<file path="config.mk">
export PLATFORM = sky130hd
export DESIGN_NAME = iq_dispatch2
export DESIGN_NICKNAME = d
export VERILOG_FILES = /design/src/rtl/iq_dispatch2.sv
export SDC_FILE = /design/constraint.sdc
export NUM_CORES = 1
export LEC_CHECK = 0
export ABC_AREA = 1
export BUFFER_PORTS_ARGS = -buffer_cell sky130_fd_sc_hd__buf_4
export CORE_MARGIN = 2
export CORE_UTILIZATION = 40
export DETAILED_ROUTE_END_ITERATION = 16
export GPL_ROUTABILITY_DRIVEN = 0
export PLACE_DENSITY_LB_ADDON = 0.15
export SLEW_MARGIN = 10
export SYNTH_ARGS = -nofsm -noshare
export SYNTH_HDL_FRONTEND = slang
export SYNTH_SLANG_ARGS = --single-unit
export TNS_END_PERCENT = 20
</file>
<file path="constraint.sdc">
create_clock -name clk -period 7.56 [get_ports clk]
set_input_delay 0.378 -clock clk [delete_from_list [all_inputs] [get_ports clk]]
set_output_delay 0.378 -clock clk [all_outputs]
set_load 0.01 [all_outputs]
</file>
<file path="src/rtl/iq_dispatch2.sv">
module iq_dispatch2 #(
  parameter int DEPTH = 6,
  parameter int RW    = 5,
  parameter int PW    = 8,
  localparam int IW   = 6 + 3*RW + PW,
  localparam int NREG = 1 << RW,
  localparam int CW   = $clog2(DEPTH + 1)
) (
  input  logic          clk,
  input  logic          rst_n,
  input  logic          flush,
  input  logic [1:0]    fetch_cnt,
  input  logic [IW-1:0] fetch_insn0,
  input  logic [IW-1:0] fetch_insn1,
  output logic [CW-1:0] free_slots,
  input  logic [2:0]    rs_ready,
  input  logic [NREG-1:0] reg_busy,
  input  logic          pipe_busy,
  output logic [1:0]    dsp_valid,
  output logic [1:0]    dsp_unit0,
  output logic [1:0]    dsp_unit1,
  output logic [IW-1:0] dsp_insn0,
  output logic [IW-1:0] dsp_insn1
);
  localparam int PTRW = $clog2(DEPTH);
  localparam int D_LO = 4;
  localparam int H1   = 4 + RW;
  localparam int S1LO = 5 + RW;
  localparam int H2   = 5 + 2*RW;
  localparam int S2LO = 6 + 2*RW;

  logic [IW-1:0]   q [DEPTH];
  logic [PTRW-1:0] rd, wr;
  logic [CW-1:0]   cnt;

  function automatic logic [PTRW-1:0] nxt(input logic [PTRW-1:0] p);
    return (p == PTRW'(DEPTH - 1)) ? '0 : p + 1'b1;
  endfunction

  function automatic logic hz(input logic [IW-1:0] i, input logic [NREG-1:0] b);
    return (i[3]  && b[i[D_LO +: RW]]) ||
           (i[H1] && b[i[S1LO +: RW]]) ||
           (i[H2] && b[i[S2LO +: RW]]);
  endfunction

  function automatic logic rdy(input logic [IW-1:0] i, input logic [2:0] r);
    return (i[1:0] == 2'd0) ? r[0] : (i[1:0] == 2'd1) ? r[1] : r[2];
  endfunction

  function automatic logic dep(input logic [IW-1:0] o, input logic [IW-1:0] y);
    logic [RW-1:0] d;
    d = o[D_LO +: RW];
    return o[3] && ((y[H1] && y[S1LO +: RW] == d) ||
                    (y[H2] && y[S2LO +: RW] == d) ||
                    (y[3]  && y[D_LO +: RW] == d));
  endfunction

  wire [PTRW-1:0] rd1 = nxt(rd);
  wire [PTRW-1:0] wr1 = nxt(wr);
  wire [IW-1:0]   i0  = q[rd];
  wire [IW-1:0]   i1  = q[rd1];

  assign free_slots = CW'(DEPTH) - cnt;

  wire [1:0] want = (fetch_cnt == 2'd3) ? 2'd2 : fetch_cnt;
  wire [1:0] n_in = flush ? 2'd0 :
                    (free_slots < CW'(want)) ? free_slots[1:0] : want;

  wire go0 = !flush && (cnt != '0) && rdy(i0, rs_ready) && !hz(i0, reg_busy) &&
             (!i0[2] || !pipe_busy);
  wire go1 = go0 && (cnt >= CW'(2)) && !i0[2] && !i1[2] && rdy(i1, rs_ready) &&
             !hz(i1, reg_busy) && !dep(i0, i1);
  wire [1:0] n_out = {1'b0, go0} + {1'b0, go1};

  assign dsp_valid = {go1, go0};
  assign dsp_insn0 = i0;
  assign dsp_insn1 = i1;
  assign dsp_unit0 = i0[1:0];
  assign dsp_unit1 = i1[1:0];

  always_ff @(posedge clk) begin
    if (n_in != 2'd0) q[wr] <= fetch_insn0;
    if (n_in == 2'd2) q[wr1] <= fetch_insn1;
  end

  always_ff @(posedge clk) begin
    if (!rst_n || flush) begin
      rd  <= '0;
      wr  <= '0;
      cnt <= '0;
    end else begin
      rd  <= (n_out == 2'd2) ? nxt(rd1) : (n_out == 2'd1) ? rd1 : rd;
      wr  <= (n_in  == 2'd2) ? nxt(wr1) : (n_in  == 2'd1) ? wr1 : wr;
      cnt <= cnt + CW'(n_in) - CW'(n_out);
    end
  end
endmodule

</file>
==> flow_summary.ini <==
[clock_tree]
cts-root-buf = clkbuf_16
cts_max_level = 4
cts_hold_buf = 0
post-cts-setup-buffers = 0
cts_tree = yes
numCtsBuffers = 17
cts-resized-gates = 0
clk_pin_slew_ps = 70
cts.sinks = 186
clockBufferDepth = 2
insertion_delay_ps = 450

[final_layout]
areaGrowthSynthToFinish_pct = 13.6
post-route-util = 0.463
n_fill_cell = 3444
layout_commonest_cell = nand2_1
final_cell_mix = nand2_1 (633), nand3_1 (268), o21ai_0 (266), buf_4 (187), edfxtp_1 (174)
final-seq-area_um2 = 5470
design_area_um2 = 15600
multi_input_area_um2 = 6980
layout.nets = 2147
drive_gt1_frac = 0.137

[setup_path]
crit_type = reg -> reg
cp-start-kind = flop
cpMostUsedCell = nand3_1
crit_required_ps = 7890
worst-path-max-fanout = 72
critPathMaxStageDelay_ps = 900
endpoint_kind = flop
cp_slowest_cell = dfxtp_4
crit_arrival_ps = 5810

[synthesis]
yosys_warnings = 0
syn_area_um2 = 13700
ys.flop_type = edfxtp_1
ys_types = 43
ys_ff_latch = 186
synth-edff-count = 174
ys_seq_area_frac = 0.399
synth_fp_nets = 2062
syn-instance-count = 1951
synth-async-reset-ratio = 0
syn_avg_cell_area_um2 = 7.02

[power_and_ir_drop]
p_leak_nw = 6.99
irDropWorstVdd_v = 0.000162
p_per_area_nw_per_um2 = 180
total_power_mw = 2.80

[sta]
finalSetupViolations = 0
timing.setup.tns_ps = 0
fin_hold_ws_ps = 257
fmax_mhz = 183
period_minus_slack_ps = 5480
hold_violations = 0
relSlewSlack = 0.258
drv_slew = 0
fin_crit_sh = 0.725
rsz0062_at_grt = false
worst_pin_slew_ps = 1110
fin_skew_ps = 15.7

[global_routing]
grt_max_degree = 73
overflow = 0
antenna_found_initial = 1
grt_pass1_wl_um = 76400
grt_pass1_vias = 12800
track_usage = 0.280

[floorplan]
die_area_um2 = 35700
pin_count = 166
die_h_um = 189
start_util = 0.407
die-width_um = 189
rows = 67
core_area_um2 = 33600

[drt]
drtIter0Drc = 1640
remaining_drc_errors = 0
vias = 14100
ant_nets = 0
drtPass1Iterations = 6
wl_per_cell_um = 20.3
via_per_inst = 5.63
drt_wl_total_um = 50700

[run]
cap_violations = 0

[place]
io_buffers = 165
dp_hpwl_um = 32900
placed_area_um2 = 15000

[outcome]
status = completed

[hold_path]
hp-class = in -> reg
[state kept, by name, summed over array words and instances, names as in the netlist, named ones only]
name,flops
q,174
cnt,3
wr,3
rd,3
[worst max-delay path: cells and delay by family (launching register included)]
family | cells | cell delay (ps)
DFF | 1 | 900
buffers and inverters | 7 | 1430
adders and majority gates | 4 | 1170
and+or+nand+nor | 14 | 1640
xor gates and xnor gates | 1 | 170
[cell families after synthesis]
| family | count (synthesis) | share of synthesized area |
|---|---|---|
| xor+xnor | 4 | 0.00256 |
| buf+inv | 272 | 0.0945 |
| flops | 186 | 0.399 |
| compound gates | 428 | 0.168 |
| fa+ha+maj | 12 | 0.0121 |
| simple gates | 1049 | 0.324 |
[cells in the mapped netlist, types with 12 or more instances]
cell type,instances,area (um2)
o211ai_1,25,188
buf_4,15,113
o21ai_0,266,1330
buf_2,30,150
nand2_1,636,2390
nand3_1,271,1360
o21ai_1,34,170
inv_1,138,518
a21oi_1,71,355
buf_6,20,225
inv_2,12,45.0
dfxtp_1,12,240
nor2_1,102,383
clkbuf_1,47,176
edfxtp_1,174,5230
nand2_2,16,100
[report_power, final]
| part | switching (mW) | internal (mW) |
|---|---|---|
| Combinational | 0.467 | 0.244 |
| Clock | 0.407 | 0.482 |
| Sequential | 0.0203 | 1.18 |
| Total | 0.895 | 1.90 |
[final timing paths]
kind | to | slack [ps] | startpoint | depth (start not counted)
worst max-delay path | cnt[2]$_SDFF_PP0_ | 2080 | rd[0]$_SDFFE_PP0N_ | 26
worst min-delay path | q[4][24]$_DFFE_PP_ | 260 | fetch_insn0[24] | 3
worst max register to register | cnt[2]$_SDFF_PP0_ | 2080 | rd[0]$_SDFFE_PP0N_ | 26
worst min register to register | wr[1]$_SDFFE_PP0P_ | 500 | wr[1]$_SDFFE_PP0P_ | 2
[layout make-up]
| class | instances | share of cell area |
|---|---|---|
| multi-input combinational | 1493 | 0.449 |
| clock buffer | 24 | 0.0331 |
| timing repair buffer | 187 | 0.0902 |
| antenna | 1 | 0.000161 |
| tap | 448 | 0.0360 |
| inverter | 151 | 0.0365 |
| sequential | 186 | 0.352 |
| clock inverter | 8 | 0.00346 |
[per-layer routing]
metal | global-route usage | wire length, um
met5 | 0 | 0
met4 | 0.111 | 1820
met3 | 0.0436 | 4680
met2 | 0.455 | 23100
met1 | 0.375 | 21100
[per-stage QoR]
stage                     instances  setup slack, ps
after detailed placement       2465             2200
after global routing           2497             1740
after CTS                      2497             2190
after global placement         2465             2270
final                          2498             2080
after floorplan                1951             3050
(Power assumes the default switching activity.)
